==> src/rtl/dsd_pkg.sv <==
package dsd_pkg;

    typedef enum logic [1:0] {
        ST_IDLE = 2'd0,
        ST_RUN  = 2'd1,
        ST_DONE = 2'd2
    } dsd_state_e;

    localparam int unsigned DSD_STEP_CLKS_DEF = 32;
    localparam int unsigned DSD_STD_CLKS_DEF  = 17;
    localparam int unsigned DSD_CNT_W_DEF     = 8;

endpackage

==> src/rtl/dsd_len_calc.sv <==
module dsd_len_calc #(
    parameter int unsigned CNT_W     = 8,
    parameter int unsigned STEP_CLKS = 32,
    parameter int unsigned STD_CLKS  = 17,
    localparam int unsigned MAX_LEN  = (1 << CNT_W) * STEP_CLKS,
    localparam int unsigned LEN_W    = $clog2(MAX_LEN)
) (
    input  logic [CNT_W-1:0] count_i,
    input  logic             prog_sel_i,
    output logic [LEN_W-1:0] len_m1_o
);

    logic [CNT_W:0] steps;
    logic [31:0]    prod;

    always_comb begin
        if (count_i == '0) begin
            steps = {1'b1, {CNT_W{1'b0}}};
        end else begin
            steps = {1'b0, count_i};
        end
        prod = 32'(steps) * 32'(STEP_CLKS);
        if (prog_sel_i) begin
            len_m1_o = LEN_W'(prod - 32'd1);
        end else begin
            len_m1_o = LEN_W'(STD_CLKS - 1);
        end
    end

endmodule

==> src/rtl/dsd_down_counter.sv <==
module dsd_down_counter #(
    parameter int unsigned W = 13
) (
    input  logic         clk,
    input  logic         rst_n,
    input  logic         load_i,
    input  logic [W-1:0] load_val_i,
    input  logic         dec_i,
    output logic         zero_o
);

    logic [W-1:0] cnt_q;

    always_ff @(posedge clk or negedge rst_n) begin
        if (!rst_n) begin
            cnt_q <= '0;
        end else if (load_i) begin
            cnt_q <= load_val_i;
        end else if (dec_i && (cnt_q != '0)) begin
            cnt_q <= cnt_q - 1'b1;
        end
    end

    assign zero_o = (cnt_q == '0);

    // While counting, the value only moves down by one: no reload mid-wait
    AST_NO_RELOAD_MIDWAIT: assert property (@(posedge clk) disable iff (!rst_n)
        (dec_i && !load_i && (cnt_q != '0)) |=> (cnt_q == $past(cnt_q) - 1'b1));

    AST_HOLD_WHEN_IDLE: assert property (@(posedge clk) disable iff (!rst_n)
        (!dec_i && !load_i) |=> $stable(cnt_q));

endmodule

==> src/rtl/dsd_fsm.sv <==
module dsd_fsm
    import dsd_pkg::*;
(
    input  logic clk,
    input  logic rst_n,
    input  logic start_i,
    input  logic zero_i,
    output logic load_o,
    output logic dec_o,
    output logic busy_o,
    output logic done_o
);

    dsd_state_e state_q, state_d;

    // next-state and state register
    always_comb begin
        state_d = state_q;
        unique case (state_q)
            ST_IDLE: if (start_i) state_d = ST_RUN;          // LAUNCH
            ST_RUN:  if (zero_i)  state_d = ST_DONE;         // EXPIRE (else COUNT)
            ST_DONE: state_d = start_i ? ST_RUN : ST_IDLE;   // RELAUNCH / RETIRE
            default: state_d = ST_IDLE;
        endcase
    end

    always_ff @(posedge clk or negedge rst_n) begin
        if (!rst_n) begin
            state_q <= ST_IDLE;
        end else begin
            state_q <= state_d;
        end
    end

    // outputs
    always_comb begin
        load_o = 1'b0;
        dec_o  = 1'b0;
        busy_o = 1'b0;
        done_o = 1'b0;
        unique case (state_q)
            ST_IDLE: load_o = start_i;
            ST_RUN: begin
                dec_o  = 1'b1;
                busy_o = 1'b1;
            end
            ST_DONE: begin
                load_o = start_i;
                done_o = 1'b1;
            end
            default: ;
        endcase
    end

    AST_BUSY_AFTER_START: assert property (@(posedge clk) disable iff (!rst_n)
        (!busy_o && start_i) |=> busy_o);

    AST_DONE_SINGLE: assert property (@(posedge clk) disable iff (!rst_n)
        done_o |=> !done_o);

    AST_DONE_FOLLOWS_BUSY: assert property (@(posedge clk) disable iff (!rst_n)
        $rose(done_o) |-> $past(busy_o));

    AST_START_IGNORED_BUSY: assert property (@(posedge clk) disable iff (!rst_n)
        (busy_o && !zero_i) |=> busy_o);

endmodule

==> src/rtl/deselect_delay_timer.sv <==
module deselect_delay_timer
    import dsd_pkg::*;
#(
    parameter int unsigned CNT_W     = DSD_CNT_W_DEF,
    parameter int unsigned STEP_CLKS = DSD_STEP_CLKS_DEF,
    parameter int unsigned STD_CLKS  = DSD_STD_CLKS_DEF,
    localparam int unsigned MAX_LEN  = (1 << CNT_W) * STEP_CLKS,
    localparam int unsigned LEN_W    = $clog2(MAX_LEN)
) (
    input  logic             clk,
    input  logic             rst_n,
    input  logic             start_i,
    input  logic [CNT_W-1:0] dly_count_i,
    input  logic             prog_sel_i,
    output logic             busy_o,
    output logic             done_o
);

    logic [LEN_W-1:0] len_m1;
    logic             load;
    logic             dec;
    logic             zero;

    dsd_len_calc #(
        .CNT_W     (CNT_W),
        .STEP_CLKS (STEP_CLKS),
        .STD_CLKS  (STD_CLKS)
    ) u_len (
        .count_i    (dly_count_i),
        .prog_sel_i (prog_sel_i),
        .len_m1_o   (len_m1)
    );

    dsd_down_counter #(
        .W (LEN_W)
    ) u_cnt (
        .clk        (clk),
        .rst_n      (rst_n),
        .load_i     (load),
        .load_val_i (len_m1),
        .dec_i      (dec),
        .zero_o     (zero)
    );

    dsd_fsm u_fsm (
        .clk     (clk),
        .rst_n   (rst_n),
        .start_i (start_i),
        .zero_i  (zero),
        .load_o  (load),
        .dec_o   (dec),
        .busy_o  (busy_o),
        .done_o  (done_o)
    );

    AST_NO_BOTH_FLAGS: assert property (@(posedge clk) disable iff (!rst_n)
        !(busy_o && done_o));

endmodule

==> config.mk <==
export PLATFORM = sky130hd
export DESIGN_NAME = deselect_delay_timer
export DESIGN_NICKNAME = d
export VERILOG_FILES = /design/src/rtl/dsd_pkg.sv /design/src/rtl/dsd_len_calc.sv /design/src/rtl/dsd_down_counter.sv /design/src/rtl/dsd_fsm.sv /design/src/rtl/deselect_delay_timer.sv
export SDC_FILE = /design/constraint.sdc
export NUM_CORES = 1
export LEC_CHECK = 0
export CORE_MARGIN = 5
export CORE_UTILIZATION = 50
export CTS_BUF_LIST = sky130_fd_sc_hd__clkbuf_4 sky130_fd_sc_hd__clkbuf_8
export DETAILED_ROUTE_END_ITERATION = 16
export GPL_TIMING_DRIVEN = 0
export PLACE_DENSITY = 0.74
export SLEW_MARGIN = 20
export SYNTH_ARGS = -nofsm -noshare
export SYNTH_HDL_FRONTEND = slang
export SYNTH_SLANG_ARGS = --single-unit
==> constraint.sdc <==
create_clock -name clk -period 5.4 [get_ports clk]
set_input_delay 0.81 -clock clk [delete_from_list [all_inputs] [get_ports clk]]
set_output_delay 0.81 -clock clk [all_outputs]
set_load 0.01 [all_outputs]
==> results.md, run 1 <==
- Status: finished clean
- Vias in the first global route: 940
- Initial Util: 0.522
- Largest net degree at the start of global routing: 16
- # setup viols final: 0
- Tmin final: 2.40 ns
- Max VDD drop: 0.283 mV
- Yosys top cell area share: 0.367
- Total negative slack: 0 ns
- DP HPWL: 1.92 mm
- # fillers: 178
- Layout area overhead: 18.9%
- Die Ht: 55.2 um
- Residual DRC count: 0
- Final nets: 149
- Pre-CTS setup slack: 2.77 ns
- Root Buffer: clkbuf_4
- CTS sink cnt: 15
- Worst path slowest cell: clkdlybuf4s50_1
- Ys async rst share: 1.00
- Max-slew violation count: 0
- Pwr Density: 455 mW/mm^2
- PnR worst setup slack: 3.00 ns
- WS Path Type: reg -> out
- Layout cells sized above 1: 0.0672
- Path depth of the worst reg2reg path: 5
- Worst min-delay path class: reg -> reg
- H-tree Lvls: 1
- Core Rows: 16
- Crit Path Max Fanout: 5
- Remaining antenna violation count after routing: 0
- I/O Buffers: 13
- Synth top area cells: dfrtp_1 (37%), a311oi_1 (4.3%), nor2_1 (4.0%)
- Maxcap violations: 0
- Setup repair bufs after CTS: 0
- Crit path arrival time: 1.59 ns
- Vias/cell: 6.13
- Core area: 0.00196 sq mm
- CTS tree: built
- Area occupied by multi-input gates: 607 sq um
- Leak: 0.462 nW
- Synthesis Warnings: 0
- Hold endpoint: u_cnt.cnt_q[5]$_DFFE_PN0P_
- Clock Skew: 0.0143 ns
- Worst-Skew Late Latency: 0.29 ns
- Max_slew headroom: 0.550
- Global-route wire length before repair: 4.24 mm
- CTS Buf Count: 3
- DR iter-0 viols: 38
- Cells after synthesis: 117
- Synth Register Bits: 15
- Drt total wl: 2.49 mm
- Clk slew on worst S/H paths: 0.09 ns
- Ys flop type: dfrtp_1
- RR Endpoint: u_cnt.cnt_q[12]$_DFFE_PN0P_
- Worst Hold Depth: 1
- Post-layout util: 0.621
- Number of synthesized flops with an enable pin: 0
- Area leader, netlist: dfrtp_1
- Initial antenna violation count: 0
- FF-to-FF setup slack: 3.15 ns
- RSZ-0062 raised after global routing: no
- FMAX: 416 MHz
- Post-CTS Resized: 0
- Grt ovf: 0
- Unique masters post-synth: 39
- DRT Pass-1 Iters: 4
- Final period util: 0.445
- Clk buf depth: 2
- Measured slew at the worst slew-check pin: 0.672 ns
- Critical path launch point: u_fsm.state_q[1]$_DFFE_PN0P_
- Routed WL per cell: 15.5 um
- Startpoint types: flip-flop
- Register area share after synthesis: 0.367
- Die Span X: 55.2 um
- Hold path startpoint: u_cnt.cnt_q[5]$_DFFE_PN0P_
- Post-Syn Area: 0.00102 sq mm
- Crit path cell chain: nand2b_1 -> inv_1 -> clkdlybuf4s50_1
- FF-to-FF Start: u_cnt.cnt_q[2]$_DFFE_PN0P_
- CTS Hold Bufs: 0
- Post-synthesis net count: 131
- Via count: 987
- ANT cells: 0
- Final Hold Fails: 0
- Global Route Usage Sum: 0.173
- Syn avg cell area: 8.75 sq um
- Die ar.: 0.00305 sq mm
- Crit path largest cell delay: 0.57 ns
- Worst Path Required: 4.59 ns
- I/O pins: 14
- Crit end category: output pin
- Storage cell area: 375 sq um
- Gpl congestion: 0.874
Yosys cell counts, types with 2 or more instances:
master and count:
dfrtp_1 15, o22ai_1 3, nand2b_1 2, ha_1 2
nand2_1 7, a31oi_1 2, inv_1 7, nor3b_1 2
o211ai_1 2, nor3_1 8, xnor2_1 4, nor2_1 11
a21oi_1 8, nor2b_1 2, a41oi_1 2, nor4_1 2
a311oi_1 5, xor2_1 2, a211oi_1 2, o21a_1 3
o21ai_0 5, nand3_1 3, nand3b_1 2
worst max-delay path by stage:
stage | depth (start not counted) | end
final | 3 | busy_o
after global routing | 6 | u_cnt.cnt_q[8]$_DFFE_PN0P_
after CTS | 3 | busy_o
after detailed placement | 6 | u_cnt.cnt_q[8]$_DFFE_PN0P_
after global placement | 6 | u_cnt.cnt_q[8]$_DFFE_PN0P_
after floorplan | 6 | u_cnt.cnt_q[4]$_DFFE_PN0P_
flip-flops by register name, summed over array words and instances (netlist names):
| register | cells |
|---|---|
| u_cnt.cnt_q | 13 |
| u_fsm.state_q | 2 |
routing by layer:
metal,global-route usage,routed length [um]
met1,0.230,1220
met2,0.258,1060
met3,0.0606,185
met4,0.0590,31
met5,0,0
cell usage in the layout (no fill, tap or decap), types with 3 or more instances in the layout:
cell,netlist,routed
a21oi_1,8,8
a311oi_1,5,5
clkbuf_4,0,4
clkdlybuf4s50_1,0,13
dfrtp_1,15,15
inv_1,7,7
nand2_1,7,7
nand3_1,3,3
nor2_1,11,11
nor3_1,8,8
o21a_1,3,3
o21ai_0,5,5
o22ai_1,3,3
xnor2_1,4,4
critical path: cells and delay by family (launching register included):
kind,cells,cell delay [ns]
buffers and inverters,2,0.74
AND/OR/NAND/NOR,1,0.18
flip-flops,1,0.39
kinds of logic (layout without fill, tap and decap cells):
logic type / count (synthesis) / in the layout / synth area share
buffers and inverters: 9 / 26 / 0.0403
flip-flops: 15 / 15 / 0.367
AND/OR/NAND/NOR: 47 / 47 / 0.259
XOR/XNOR: 6 / 6 / 0.0513
AO/OA/AOI/OAI: 38 / 38 / 0.258
adder cells (fa/ha/maj): 2 / 2 / 0.0244
cell type report:
cell class,count,share of cell area
inverters,7,0.0216
plain buffers,2,0.0123
well taps,27,0.0277
clock buffers,4,0.0247
flip-flops and latches,15,0.308
multi-input cells,93,0.498
repair buffers,13,0.107
metrics by stage:
stage	instances	hold slack (ns)	instance area, sq um	total power, mW
final	161	0.514	1220	0.554
after global placement	157	0.493	1190	0.469
after detailed placement	157	0.493	1190	0.481
after CTS	161	0.505	1220	0.551
after global routing	161	0.555	1220	0.600
after floorplan	117	0.462	1020	0.406
power breakdown:
group          leakage (nW)  switching (mW)  internal (mW)
clock network        0.0184          0.0359         0.0338
registers             0.183          0.0624          0.163
logic                 0.261           0.141          0.118
Power figures use the tool's default switching activity.
==> inputs of run 2 (changes only) <==
Settings changed: PLACE_DENSITY 0.74 to 0.77.
Clock period 5.4 ns to 2.2 ns, I/O delays scaled along.
==> run 2 against run 1 <==
Wire length is 2.5% higher. Final cell count rose by 1.9%. Combinational power up 150%. Largest cell class unchanged. Largest power group unchanged.
==> results.md, run 2 (synthesis results as in run 1) <==
- ANT cells: 0 (unchanged)
- Grt ovf: 0 (unchanged)
- Top reg by flops: u_cnt.cnt_q
- CTS Buf Count: 3 (unchanged)
- Via count: 1020 (+3.3%)
- Total negative slack: 0 ns (unchanged)
- H-tree Lvls: 1 (unchanged)
- Maxcap violations: 0 (unchanged)
- Crit path cell chain: or4_4 -> nor3b_4 -> buf_4 -> a21oi_2 -> buf_6 -> a311oi_1 -> a41oi_1
- I/O Buffers: 13 (unchanged)
- Crit end category: flip-flop
- Startpoint types: flip-flop
- Max reg flops: 13 (unchanged)
- Sw Pwr: 0.592 mW (+150%)
- I/O pins: 14 (unchanged)
- Core Rows: 16 (unchanged)
- Vias in the first global route: 1009 (+7.3%)
- PnR worst setup slack: 0.0901 ns (-2.91 ns)
- Sequential power share: 0.407 (about the same)
- Max-slew violation count: 0 (unchanged)
- Commonest non-fill, non-tap cells in the layout: dfrtp_1 (15), clkdlybuf4s50_1 (13), nor2_1 (11)
- CTS tree: built
- Crit path largest cell delay: 0.60 ns (+0.03 ns)
- Final period util: 0.959
- Area occupied by multi-input gates: 607 sq um (unchanged)
- Layout area overhead: 21.1%
- Path depth of the worst reg2reg path: 7 (+2)
- Met2 wire len: 1.20 mm (+13%)
- # fillers: 187 (+5.1%)
- RSZ-0062 raised after global routing: no
- Vias/cell: 6.22 (+1.5%)
- Die Span X: 55.2 um (unchanged)
- WS Path Type: reg -> reg
- Clk slew on worst S/H paths: 0.09 ns (about the same)
- Die Ht: 55.2 um (unchanged)
- CP top delay family: simple AND/OR/NAND/NOR gates
- Gpl congestion: 0.917 (+4.9%)
- WL met3: 179 um (-3.2%)
- Worst path slowest cell: or4_4
- Routed WL per cell: 15.6 um (+0.65%)
- Die ar.: 0.00305 sq mm (unchanged)
- Clk buf depth: 2 (unchanged)
- DR iter-0 viols: 18 (-53%)
- CTS sink cnt: 15 (unchanged)
- Global Route Usage Sum: 0.175 (+0.00220)
- Int Pwr: 0.774 mW (+150%)
- Worst min-delay path class: in -> async
- Final Hold Fails: 0 (unchanged)
- Final nets: 152 (+2.0%)
- FMAX: 474 MHz
- Max VDD drop: 0.778 mV (+180%)
- DP HPWL: 1.84 mm (-3.9%)
- Initial antenna violation count: 0 (unchanged)
- Pre-CTS setup slack: -0.0203 ns (-2.79 ns)
- Comb pwr share: 0.472 (+0.004)
- Max_slew headroom: 0.563 (+0.0123)
- Residual DRC count: 0 (unchanged)
- Clock Skew: 0.0131 ns (-0.00117 ns)
- Global-route wire length before repair: 4.34 mm (+2.5%)
- Core area: 0.00196 sq mm (unchanged)
- CTS Hold Bufs: 0 (unchanged)
- Largest net degree at the start of global routing: 16 (unchanged)
- DR top layer: met4
- Most common cell after layout, fill and taps aside: dfrtp_1
- Worst-Skew Late Latency: 0.28 ns (about the same)
- Remaining antenna violation count after routing: 0 (unchanged)
- Tmin final: 2.11 ns
- Pwr Density: 1100 mW/mm^2 (+140%)
- Layout cells sized above 1: 0.0876 (+0.0204)
- CP Depth: 7 (+4)
- Status: finished clean
- Crit Path Max Fanout: 10 (+5)
- DRT Pass-1 Iters: 4 (unchanged)
- Power share of the clock group: 0.120 (-0.006)
- Worst Path Required: 2.36 ns (-2.23 ns)
- Largest regs: u_cnt.cnt_q x13, u_fsm.state_q x2
- Root Buffer: clkbuf_4
- Crit path arrival time: 2.27 ns (+0.68 ns)
- Drt total wl: 2.55 mm (+2.5%)
- # setup viols final: 0 (unchanged)
- Leak: 0.478 nW (+3.5%)
- Buf+Inv Stages, Crit Path: 2 (unchanged)
- Storage cell area: 375 sq um (unchanged)
- Initial Util: 0.522 (unchanged)
- Measured slew at the worst slew-check pin: 0.654 ns (-0.0183 ns)
- Metal-1 WL: 1.14 mm (-6.4%)
- Switching part of the total: 0.433 (+0.000913)
==> run 2: through the flow <==
stage | instance area [sq um] | utilization | hold WS [ns] | power [mW] | std cells
2_1_floorplan | 1020 | - | 0.0344 | 0.998 | 117
3_3_place_gp | 1190 | 0.605 | 0.492 | 1.15 | 157
3_5_place_dp | 1190 | 0.605 | 0.501 | 1.18 | 157
4_1_cts | 1240 | 0.632 | 0.463 | 1.35 | 164
5_1_grt | 1240 | 0.632 | 0.518 | 1.47 | 164
6_report | 1240 | 0.632 | 0.441 | 1.37 | 164
==> run 2: cell type report <==
| type | instances | share of cell area |
|---|---|---|
| Multi-Input combinational cell | 93 | 0.489 |
| Sequential cell | 15 | 0.303 |
| Timing Repair Buffer | 16 | 0.123 |
| Tap cell | 27 | 0.0272 |
| Clock buffer | 4 | 0.0242 |
| Inverter | 7 | 0.0212 |
| Buffer | 2 | 0.0121 |
==> run 2: worst paths after layout <==
path | slack (ns) | start | to
worst max-delay path | 0.09 | u_cnt.cnt_q[2]$_DFFE_PN0P_ | u_cnt.cnt_q[4]$_DFFE_PN0P_
worst min-delay path | 0.44 | rst_n | u_cnt.cnt_q[4]$_DFFE_PN0P_
worst max register to register | 0.09 | u_cnt.cnt_q[2]$_DFFE_PN0P_ | u_cnt.cnt_q[4]$_DFFE_PN0P_
worst min register to register | 0.53 | u_cnt.cnt_q[5]$_DFFE_PN0P_ | u_cnt.cnt_q[5]$_DFFE_PN0P_
max in group asynchronous | 1.33 | rst_n | u_cnt.cnt_q[12]$_DFFE_PN0P_
min in group clk | 0.53 | u_cnt.cnt_q[5]$_DFFE_PN0P_ | u_cnt.cnt_q[5]$_DFFE_PN0P_
==> run 2: worst reg2reg max path, stage by stage (launching register included) <==
cell and delay (ns):
dfrtp_1 0.45, or4_4 0.60, nor3b_4 0.24, buf_4 0.17
a21oi_2 0.06, buf_6 0.14, a311oi_1 0.26, a41oi_1 0.06
==> run 2: timing repair <==
action,in CTS,in global routing
gates resized for setup,0,0
setup buffers,3,0
endpoints found under the setup margin,1,0
hold endpoints to repair,0,0
==> run 2: layer usage <==
| layer | global-route usage | vias to the layer above |
|---|---|---|
| li1 | - | 489 |
| met1 | 0.219 | 483 |
| met2 | 0.274 | 44 |
| met3 | 0.0629 | 4 |
| met4 | 0.0660 | 0 |
| met5 | 0 | - |
==> run 2: power by group through the flow <==
stage          registers, mW  clock network [mW]  logic (mW)
6_report               0.557               0.164       0.645
5_1_grt                0.569               0.183       0.720
2_1_floorplan          0.515                   0       0.482
3_3_place_gp           0.547                   0       0.602
3_5_place_dp           0.553                   0       0.630
4_1_cts                0.548               0.168       0.636
